## config.mk

```make
export PLATFORM = sky130hd
export DESIGN_NAME = sfc_top
export DESIGN_NICKNAME = d
export VERILOG_FILES = /design/src/rtl/sfc_pkg.sv /design/src/rtl/sfc_sync.sv /design/src/rtl/sfc_shifter.sv /design/src/rtl/sfc_decider.sv /design/src/rtl/sfc_top.sv
export SDC_FILE = /design/constraint.sdc
export NUM_CORES = 1
export LEC_CHECK = 0
export BUFFER_PORTS_ARGS = -buffer_cell sky130_fd_sc_hd__buf_2
export CAP_MARGIN = 20
export CORE_UTILIZATION = 40
export DETAILED_ROUTE_END_ITERATION = 8
export GPL_ROUTABILITY_DRIVEN = 0
export PLACE_DENSITY = 0.62
export SYNTH_ARGS = -nofsm -noshare
export SYNTH_HDL_FRONTEND = slang
export SYNTH_SLANG_ARGS = --single-unit
export TNS_END_PERCENT = 5
```

## constraint.sdc

```tcl
create_clock -name clk -period 1.6 [get_ports clk]
set_input_delay 0.08 -clock clk [delete_from_list [all_inputs] [get_ports clk]]
set_output_delay 0.08 -clock clk [all_outputs]
set_load 0.05 [all_outputs]
```

## src/rtl/sfc_pkg.sv

```systemverilog
// Shared types and opcode classification for the serial flash frame checker.
// Assumes single-bit transfers with an eight-bit command code.
package sfc_pkg;

    localparam int OP_W = 8;

    typedef enum logic [1:0] {
        CLS_NONE   = 2'd0,
        CLS_READ   = 2'd1,
        CLS_MODIFY = 2'd2
    } cmd_cls_t;

    // Map an opcode to its command class.
    function automatic cmd_cls_t classify(input logic [OP_W-1:0] op);
        cmd_cls_t c;
        unique case (op)
            8'h03, 8'h0B, 8'h05, 8'hAB, 8'h9F:               c = CLS_READ;
            8'h02, 8'h20, 8'hD8, 8'hC7, 8'h01, 8'h06,
            8'h04, 8'hB9:                                   c = CLS_MODIFY;
            default:                                        c = CLS_NONE;
        endcase
        return c;
    endfunction

endpackage

```

## src/rtl/sfc_sync.sv

```systemverilog
// Multi-stage synchroniser for a bundle of asynchronous pins.
// Assumes each pin stays stable for longer than one system clock period.
module sfc_sync #(
    parameter int             STAGES  = 2,
    parameter int             WIDTH   = 3,
    parameter logic [WIDTH-1:0] RST_VAL = '0
) (
    input  logic             clk,
    input  logic             rst_n,
    input  logic [WIDTH-1:0] pin_in,
    output logic [WIDTH-1:0] pin_sync
);

    logic [WIDTH-1:0] chain [STAGES];

    // Shift the raw pins through the flop chain.
    always_ff @(posedge clk) begin
        if (!rst_n) begin
            for (int i = 0; i < STAGES; i++) chain[i] <= RST_VAL;
        end else begin
            chain[0] <= pin_in;
            for (int i = 1; i < STAGES; i++) chain[i] <= chain[i-1];
        end
    end

    assign pin_sync = chain[STAGES-1];

endmodule

```

## src/rtl/sfc_shifter.sv

```systemverilog
// Bit counter and byte assembler for one chip-select frame.
// Assumes bit_stb never comes in two consecutive cycles. All frame state
// is cleared while the frame is inactive.
module sfc_shifter
    import sfc_pkg::*;
#(
    parameter int CNT_W = 4
) (
    input  logic            clk,
    input  logic            rst_n,
    input  logic            frame_act,
    input  logic            bit_stb,
    input  logic            bit_in,
    output logic [OP_W-1:0] byte_data,
    output logic            byte_stb,
    output logic            byte_first,
    output logic            aligned,
    output logic            got_op
);

    localparam int IDX_W = $clog2(OP_W);
    localparam logic [IDX_W-1:0] IDX_LAST = IDX_W'(OP_W - 1);

    logic [IDX_W-1:0] idx;
    logic [OP_W-1:0]  shreg;
    logic [CNT_W-1:0] nbytes;
    logic [OP_W-1:0]  next_sh;

    assign next_sh = {shreg[OP_W-2:0], bit_in};

    // Count bits and bytes within the frame, cleared between frames.
    always_ff @(posedge clk) begin
        if (!rst_n || !frame_act) begin
            idx        <= '0;
            shreg      <= '0;
            nbytes     <= '0;
            byte_stb   <= 1'b0;
            byte_first <= 1'b0;
        end else begin
            byte_stb <= 1'b0;
            if (bit_stb) begin
                shreg <= next_sh;
                if (idx == IDX_LAST) begin
                    idx        <= '0;
                    byte_stb   <= 1'b1;
                    byte_first <= (nbytes == '0);
                    if (nbytes != '1) nbytes <= nbytes + 1'b1;
                end else begin
                    idx <= idx + 1'b1;
                end
            end
        end
    end

    // Hold the last completed byte across frame boundaries.
    always_ff @(posedge clk) begin
        if (!rst_n)
            byte_data <= '0;
        else if (frame_act && bit_stb && idx == IDX_LAST)
            byte_data <= next_sh;
    end

    assign aligned = (idx == '0);
    assign got_op  = (nbytes != '0);

    a_r1_strobe_single: assert property (@(posedge clk) disable iff (!rst_n)
        byte_stb |=> !byte_stb);
    a_r1_strobe_from_bit: assert property (@(posedge clk) disable iff (!rst_n)
        byte_stb |-> $past(bit_stb));
    a_r10_idle_no_strobe: assert property (@(posedge clk) disable iff (!rst_n)
        !frame_act |=> !byte_stb);

endmodule

```

## src/rtl/sfc_decider.sv

```systemverilog
// Latches the opcode and its class. When the frame ends, decides whether
// the frame executes or is rejected. Assumes frame_end is a one-cycle pulse
// and that aligned and got_op still hold the frame's final values in that cycle.
module sfc_decider
    import sfc_pkg::*;
(
    input  logic            clk,
    input  logic            rst_n,
    input  logic            frame_end,
    input  logic            byte_stb,
    input  logic            byte_first,
    input  logic [OP_W-1:0] byte_data,
    input  logic            aligned,
    input  logic            got_op,
    output logic [OP_W-1:0] opcode,
    output logic            cmd_read,
    output logic            exec_pulse,
    output logic            reject_pulse
);

    cmd_cls_t cls_q;

    // Capture the opcode and its class from the first byte of a frame.
    always_ff @(posedge clk) begin
        if (!rst_n) begin
            opcode <= '0;
            cls_q  <= CLS_NONE;
        end else if (byte_stb && byte_first) begin
            opcode <= byte_data;
            cls_q  <= classify(byte_data);
        end
    end

    // Issue the one-cycle verdict when chip select has risen.
    always_ff @(posedge clk) begin
        if (!rst_n) begin
            exec_pulse   <= 1'b0;
            reject_pulse <= 1'b0;
        end else begin
            exec_pulse   <= 1'b0;
            reject_pulse <= 1'b0;
            if (frame_end && got_op) begin
                unique case (cls_q)
                    CLS_READ:   exec_pulse <= 1'b1;
                    CLS_MODIFY: begin
                        exec_pulse   <= aligned;
                        reject_pulse <= !aligned;
                    end
                    default:    ;
                endcase
            end
        end
    end

    assign cmd_read = (cls_q == CLS_READ);

    a_r9_exclusive: assert property (@(posedge clk) disable iff (!rst_n)
        !(exec_pulse && reject_pulse));
    a_r9_exec_one_cycle: assert property (@(posedge clk) disable iff (!rst_n)
        exec_pulse |=> !exec_pulse);
    a_r9_reject_one_cycle: assert property (@(posedge clk) disable iff (!rst_n)
        reject_pulse |=> !reject_pulse);
    a_r9_after_frame_end: assert property (@(posedge clk) disable iff (!rst_n)
        (exec_pulse || reject_pulse) |-> $past(frame_end));
    a_r5_reject_not_read: assert property (@(posedge clk) disable iff (!rst_n)
        reject_pulse |-> !cmd_read);

endmodule

```

## src/rtl/sfc_top.sv

```systemverilog
// Serial flash command frame checker, top level. Synchronises the pins,
// finds serial clock and chip select edges, and connects the assembler to
// the decider. Assumes the serial clock high and low phases each last at
// least two system clock periods.
module sfc_top
    import sfc_pkg::*;
#(
    parameter int SYNC_STAGES = 2,
    parameter int CNT_W       = 4
) (
    input  logic            clk,
    input  logic            rst_n,
    input  logic            spi_sclk,
    input  logic            spi_cs_n,
    input  logic            spi_si,
    output logic [OP_W-1:0] opcode,
    output logic            cmd_read,
    output logic [OP_W-1:0] rx_byte,
    output logic            rx_valid,
    output logic            exec_pulse,
    output logic            reject_pulse
);

    localparam int PIN_N = 3;
    localparam logic [PIN_N-1:0] PIN_RST = 3'b010;

    logic [PIN_N-1:0] pins_sync;
    logic [1:0]       prev;
    logic             sclk_rise, cs_rise, frame_act;
    logic             byte_first, aligned, got_op;

    sfc_sync #(.STAGES(SYNC_STAGES), .WIDTH(PIN_N), .RST_VAL(PIN_RST)) u_sync (
        .clk      (clk),
        .rst_n    (rst_n),
        .pin_in   ({spi_si, spi_cs_n, spi_sclk}),
        .pin_sync (pins_sync)
    );

    // Remember the previous synchronised clock and select levels for edge detection.
    always_ff @(posedge clk) begin
        if (!rst_n) prev <= 2'b10;
        else        prev <= pins_sync[1:0];
    end

    assign sclk_rise = pins_sync[0] && !prev[0];
    assign cs_rise   = pins_sync[1] && !prev[1];
    assign frame_act = !pins_sync[1];

    sfc_shifter #(.CNT_W(CNT_W)) u_shift (
        .clk        (clk),
        .rst_n      (rst_n),
        .frame_act  (frame_act),
        .bit_stb    (sclk_rise && frame_act),
        .bit_in     (pins_sync[2]),
        .byte_data  (rx_byte),
        .byte_stb   (rx_valid),
        .byte_first (byte_first),
        .aligned    (aligned),
        .got_op     (got_op)
    );

    sfc_decider u_dec (
        .clk          (clk),
        .rst_n        (rst_n),
        .frame_end    (cs_rise),
        .byte_stb     (rx_valid),
        .byte_first   (byte_first),
        .byte_data    (rx_byte),
        .aligned      (aligned),
        .got_op       (got_op),
        .opcode       (opcode),
        .cmd_read     (cmd_read),
        .exec_pulse   (exec_pulse),
        .reject_pulse (reject_pulse)
    );

    a_r8_no_verdict_idle: assert property (@(posedge clk) disable iff (!rst_n)
        (exec_pulse || reject_pulse) |-> $past(got_op));

endmodule

```

==> flow_summary.ini, run 1 <==
[synthesis]
seq_area_frac_synth_pct = 48.62
syn_inst = 210
yosysWarnings = 0
post_synth.cell_area_avg_um2 = 8.627
syn-cell-area_um2 = 1812
synth_ff_type = dfxtp_1
synth_fp_nets = 222
async_reset_ff_share_pct = 0
synth_cell_types = 28
synth-edff-count = 0
ys_seq_elements = 44

[final_layout]
antenna_cells = 0
final_cell_area_um2 = 2106
final_nets = 248
layout-drive-gt1-share_pct = 16.46
nFillCells = 446
synthToLayoutAreaGrowth_pct = 16.23
final_core_util_pct = 48.36

[setup_path]
worstPathRequired_ns = 1.82
path_common_cell = ha_1
r2r_cells = 6
critPathLaunchType = flip-flop
r2r-end = u_shift.byte_data[4]$_SDFFE_PN0P_
end_kind = flip-flop
cpMaxStageDelayCell = dfxtp_1
cp.arrival_ns = 1.67
worstPathCellList = ha_1 > ha_1 > and4bb_2 > buf_4 > nand2_1 > a21boi_0
cp_max_fo = 9
criticalPathCategory = reg2reg
timing.rr.start = u_shift.idx[0]$_SDFFE_PP0N_
r2r_slack_ns = 0.15
setup.worst_path.start = u_shift.idx[0]$_SDFFE_PP0N_
max_stage_delay_ns = 0.36

[timing]
fin_skew_ns = 0.008914
hold_viol_final = 0
setup_ws_ns = 0.1521
worstMarginPinSlew_ns = 0.3492
layout_min_cycle_time_ns = 1.448
setup_violations = 0
drv_slew = 0
slew_headroom_pct = 76.69
max_freq_ghz = 0.6906
fin_setup_tns_ns = 0
fin_crit_sh_pct = 90.49
rsz0062_at_grt = false

[global_route]
grt_max_degree = 18
grt.overflow.total = 0
grt_pass1_wl_mm = 5.727
grt_usage_pct = 14.80
grt_pass1_vias = 1233
antenna_found_initial = 0

[job]
cap_violations = 0

[placement]
preCtsSetupSlack_ns = 0.1597
placed_area_um2 = 1983
dp_hpwl_mm = 2.349
numPortBuffers = 24

[clocking]
cts-root-buf = clkbuf_8
cts_sinks = 44
htreeDepth = 2
ctsResizeCount = 0
clk_latency_ns = 0.30
cts_buffers = 5
cts_tree = yes
hold_buffers = 3
clkTransAtPathRegs_ns = 0.09
post_cts.repair.setup_buffers = 0
cts.path.max_buffers = 2

[hold_path]
whs_endpoint = u_sync.chain[0][1]$_SDFF_PN1_
hp-class = in2reg
min_from = rst_n
holdPathStages = 2

[routing]
drc = 0
wire_per_inst_um = 11.63
first_pass_iters = 4
antenna_left = 0
vias_per_cell = 4.907
vias = 1418
drt-total-wl_mm = 3.361
drt_iter0_drc = 112

[die]
initial_utilization_pct = 41.61
die-area_um2 = 4802
rows = 24
dieWidth_um = 69.30
core_um2 = 4354
pin_count = 25
die_h_um = 69.30

[power_and_ir_drop]
p_leak_nw = 0.7599
peakVddDrop_uv = 372.7
p_per_area_nw_per_um2 = 877.5

[outcome]
status = finished clean
## critical path, delay by kind of cell (launching register included)
family	cells	cell delay, ns
AOI/OAI and AO/OA	1	0.16
buffers and inverters	1	0.17
DFF	1	0.36
and+or+nand+nor	2	0.35
adders and majority gates	2	0.33
## per-stage QoR
stage / hold slack (ns) / std cells / power, W
floorplan: 0.1530 / 210 / 0.001152
global placement: 0.2669 / 278 / 0.001167
detailed placement: 0.2632 / 278 / 0.001167
CTS: 0.08285 / 289 / 0.001880
global route: 0.09194 / 289 / 0.001913
finish: 0.08277 / 289 / 0.001848
## synth_stat cells, drive strengths merged (5+ instances only)
cell type  count  share of area (%)
nor2          18                3.7
nor3           6                1.7
dfxtp         44                 49
ha             7                4.8
o21ai          6                1.7
a21oi          8                2.2
a21boi        16                6.6
clkbuf        11                2.3
inv            9                1.9
nand2         42                8.7
and2           7                2.4
mux2i          7                3.9
nand3          5                1.4
## power breakdown
group          internal [W]  leakage [nW]  switching (W)  total [W]
Combinational     0.0000219         0.364      0.0000171  0.0000390
Clock              0.000309        0.0404       0.000393   0.000702
Sequential          0.00110         0.356     0.00000454    0.00111
Total               0.00143         0.760       0.000414    0.00185
## worst max path at each step
stage	endpoint	slack [ns]	cells past startpoint
after global placement	u_dec.reject_pulse$_SDFF_PN0_	0.18	5
after CTS	u_shift.byte_data[4]$_SDFFE_PN0P_	0.14	6
after detailed placement	u_shift.byte_data[4]$_SDFFE_PN0P_	0.16	6
final	u_shift.byte_data[4]$_SDFFE_PN0P_	0.15	6
after floorplan	u_dec.cls_q[1]$_SDFFE_PN0P_	0.07	5
after global routing	u_dec.reject_pulse$_SDFF_PN0_	0.005	5
## routing by layer
metal  track usage [%]  vias up  routed length, µm
li1                  -      749                  -
met1             19.52      639               1681
met5                 0        -                  0
met2             22.98       25               1525
met4             5.442        0                 35
met3             4.215        5                117
## logic make-up (layout without fill, tap and decap cells)
kind of cell | after synthesis | in the layout | synth area share (%)
compound gates | 36 | 36 | 12.85
simple gates | 93 | 93 | 24.65
xor+xnor | 1 | 1 | 0.4835
mux | 7 | 7 | 3.868
buf+inv | 22 | 49 | 4.696
flops | 44 | 44 | 48.62
fa+ha+maj | 7 | 7 | 4.834
## state kept, by name, summed over array words and instances (netlist names)
| register | cells |
|---|---|
| u_dec.opcode | 8 |
| u_shift.byte_data | 8 |
| u_shift.shreg | 7 |
| u_sync.chain | 6 |
| u_shift.nbytes | 4 |
| u_shift.idx | 3 |
| prev | 2 |
| u_dec.cls_q | 2 |
| u_dec.exec_pulse | 1 |
| u_dec.reject_pulse | 1 |
| u_shift.byte_first | 1 |
| u_shift.byte_stb | 1 |
## final cells by class
class,instances,area [µm²],area share [%]
clock inverters,3,23.77,1.129
clock buffers,5,68.82,3.268
well taps,52,65.06,3.090
flip-flops and latches,44,880.8,41.83
multi-input cells,144,845.8,40.17
inverters,9,33.78,1.604
repair buffers,32,187.7,8.913
## layout by cell type, fill, tap and decap left out
cell type	synthesis	final
a31oi_1	3	3
mux2i_1	7	7
ha_1	7	7
clkinv_4	0	1
inv_1	9	9
or3_1	2	2
nand4b_1	1	1
nor4b_1	1	1
nor2_1	18	18
dlygate4sd3_1	0	3
a21oi_1	8	8
clkbuf_8	0	5
buf_4	0	5
nand2b_1	3	3
a21boi_0	16	16
o2111ai_1	1	1
clkinvlp_4	0	2
and2_1	7	7
nand2_1	42	42
nor3_1	6	6
dfxtp_1	44	44
nor4_1	4	4
buf_2	2	24
nor3b_4	1	1
nor4bb_1	1	1
and4bb_2	1	1
xnor2_1	1	1
o21a_1	1	1
nor3b_1	1	1
o21ai_0	6	6
a211oi_1	1	1
nand3_1	5	5
No activity file was read; power rests on OpenSTA's default activity.
==> run 2: changes to the inputs <==
--- a/config.mk
+++ b/config.mk
@@ -7,10 +7,11 @@
 export LEC_CHECK = 0
 export BUFFER_PORTS_ARGS = -buffer_cell sky130_fd_sc_hd__buf_2
 export CAP_MARGIN = 20
-export CORE_UTILIZATION = 40
+export CORE_UTILIZATION = 30
 export DETAILED_ROUTE_END_ITERATION = 8
 export GPL_ROUTABILITY_DRIVEN = 0
-export PLACE_DENSITY = 0.62
+export PLACE_DENSITY = 0.5
+export REMOVE_ABC_BUFFERS = 1
 export SYNTH_ARGS = -nofsm -noshare
 export SYNTH_HDL_FRONTEND = slang
 export SYNTH_SLANG_ARGS = --single-unit
==> run 2 against run 1 <==
Critical path depth unchanged. Non-clock buffer count rose by 1. Sequential share of layout area fell by 0.27 points. Cell count rose by 6.2%. Die area up 32%. Clock skew is 0.0052 ns lower. Worst hold slack worse by 0.052 ns. First-iteration DRC count fell by 49%. Worst setup slack improved by 0.0054 ns. Largest power group unchanged.
==> flow_summary.ini, run 2 (synthesized netlist as in run 1, its figures left out) <==
[setup_path]
r2r_slack_ns = 0.16
worstPathRequired_ns = 1.81
cp.arrival_ns = 1.66
critPathLaunchType = flip-flop
max_stage_delay_ns = 0.35
criticalPathCategory = reg2reg
end_kind = flip-flop
r2r_cells = 6
worstPathCellList = ha_1 > ha_1 > and4bb_2 > buf_4 > nand2_1 > a21boi_0
cpMaxStageDelayCell = dfxtp_1
cp_max_fo = 8
timing.rr.start = u_shift.idx[0]$_SDFFE_PP0N_
r2r-end = u_shift.byte_data[0]$_SDFFE_PN0P_
path_common_cell = ha_1

[routing]
wire_per_inst_um = 11.56
first_pass_iters = 4
vias = 1428
drc = 0
drt_iter0_drc = 57
vias_per_cell = 4.651
antenna_left = 0
drt-total-wl_mm = 3.549

[global_route]
grt_usage_pct = 12.34
grt_pass1_vias = 1231
antenna_found_initial = 0
grt_pass1_wl_mm = 5.975
grt_max_degree = 21
grt.overflow.total = 0

[clocking]
cts_tree = yes
clkTransAtPathRegs_ns = 0.07
clk_latency_ns = 0.29
htreeDepth = 2
cts_sinks = 44
post_cts.repair.setup_buffers = 0
cts-root-buf = clkbuf_8
cts_buffers = 5
cts.path.max_buffers = 2

[power_and_ir_drop]
comb_power_share_pct = 2.2
clockPowerShare_pct = 35.0
peakVddDrop_uv = 302.3
p_sw_share_pct = 20.25
pwr-share-seq_pct = 62.8
intPower_w = 0.001406
p_switching_w = 0.0003571
p_leak_nw = 0.7610
p_per_area_nw_per_um2 = 831.8

[timing]
hold_viol_final = 0
drv_slew = 0
layout_min_cycle_time_ns = 1.443
setup_ws_ns = 0.1574
slew_headroom_pct = 74.99
fin_crit_sh_pct = 90.16
max_freq_ghz = 0.6932
setup_violations = 0
worstMarginPinSlew_ns = 0.3747
rsz0062_at_grt = false
fin_skew_ns = 0.003738
fin_setup_tns_ns = 0

[final_layout]
nFillCells = 604
multi_input_area_um2 = 850.8
final_core_util_pct = 37.35
final_cell_mix = 44 x dfxtp_1, 42 x nand2_1, 24 x buf_2, 18 x nor2_1, 16 x a21boi_0
layout-drive-gt1-share_pct = 16.17
synthToLayoutAreaGrowth_pct = 16.99
register_area_um2 = 880.8
largestRegisters = u_dec.opcode (8), u_shift.byte_data (8), u_shift.shreg (7)
final_cell_area_um2 = 2120
antenna_cells = 0
final_common_cell = dfxtp_1
final_nets = 249

[placement]
numPortBuffers = 24
preCtsSetupSlack_ns = 0.1347
dp_hpwl_mm = 2.452
placed_area_um2 = 2016

[die]
pin_count = 25
die_h_um = 79.71
initial_utilization_pct = 31.92
die-area_um2 = 6354
rows = 27
core_um2 = 5675
dieWidth_um = 79.71

[outcome]
status = finished clean

[hold_path]
holdPathStages = 2
min_from = rst_n
whs_endpoint = u_sync.chain[0][4]$_SDFF_PN1_
hp-class = in2reg

[job]
cap_violations = 0
-- run 2: cell types whose count changed in the layout (fill, tap and decap cells not counted) --
cell | before | now
a211oi_1 | 1 | 0
a211oi_2 | 0 | 1
buf_4 | 5 | 6
clkinv_4 | 1 | 0
clkinvlp_4 | 2 | 0
o21ai_0 | 6 | 5
o21ai_1 | 0 | 1
-- run 2: per-stage QoR --
step	hold WS [ns]	power, W	instances
after floorplan	0.1530	0.001147	197
after global placement	0.2597	0.001166	299
after detailed placement	0.2752	0.001167	299
after CTS	0.02258	0.001796	307
after global routing	0.05185	0.001847	307
final	0.03120	0.001763	307
-- run 2: metal layers --
metal | track usage (%) | up-vias | wire (µm)
li1 | - | 746 | -
met1 | 16.35 | 646 | 1871
met2 | 17.95 | 30 | 1458
met3 | 3.771 | 6 | 146
met4 | 6.000 | 0 | 73
met5 | 0 | - | 0
-- run 2: area by class of cell --
type                            count  share of cell area (%)
Inverter                            9                   1.594
Tap cell                           72                   4.250
Multi-Input combinational cell    144                   40.14
Sequential cell                    44                   41.56
Timing Repair Buffer               33                   9.209
Clock buffer                        5                   3.247
-- run 2: worst max-delay path, delay by kind of cell (launching register included) --
kind,cells,cell delay [ns]
simple gates,2,0.36
flops,1,0.35
fa+ha+maj,2,0.34
buf+inv,1,0.18
compound gates,1,0.14
-- run 2: timing repair --
action                                 in CTS  in global routing
endpoints found under the hold margin       3                  0
resized for setup                           0                  2
hold buffers                                3                  0
setup endpoints to repair                   0                  2
-- run 2: how the worst max path moves through the flow --
stage / startpoint / to / slack, ns / depth (start not counted)
floorplan: prev[0]$_SDFF_PN0_ / u_shift.nbytes[3]$_SDFFE_PP0P_ / -0.14 / 4
global route: u_shift.idx[0]$_SDFFE_PP0N_ / u_shift.nbytes[3]$_SDFFE_PP0P_ / 0.03 / 6
detailed placement: u_shift.idx[0]$_SDFFE_PP0N_ / u_shift.nbytes[3]$_SDFFE_PP0P_ / 0.13 / 6
finish: u_shift.idx[0]$_SDFFE_PP0N_ / u_shift.byte_data[0]$_SDFFE_PN0P_ / 0.16 / 6
global placement: u_shift.nbytes[0]$_SDFFE_PP0P_ / u_dec.reject_pulse$_SDFF_PN0_ / 0.16 / 5
CTS: u_shift.idx[0]$_SDFFE_PP0N_ / u_shift.nbytes[3]$_SDFFE_PP0P_ / 0.12 / 6
-- run 2: power by group through the flow --
stage          registers [W]  clock network (W)   logic, W
5_1_grt              0.00111           0.000697  0.0000434
3_3_place_gp         0.00113                  0  0.0000344
6_report             0.00111           0.000618  0.0000390
2_1_floorplan        0.00113                  0  0.0000158
4_1_cts              0.00111           0.000650  0.0000400
3_5_place_dp         0.00113                  0  0.0000343
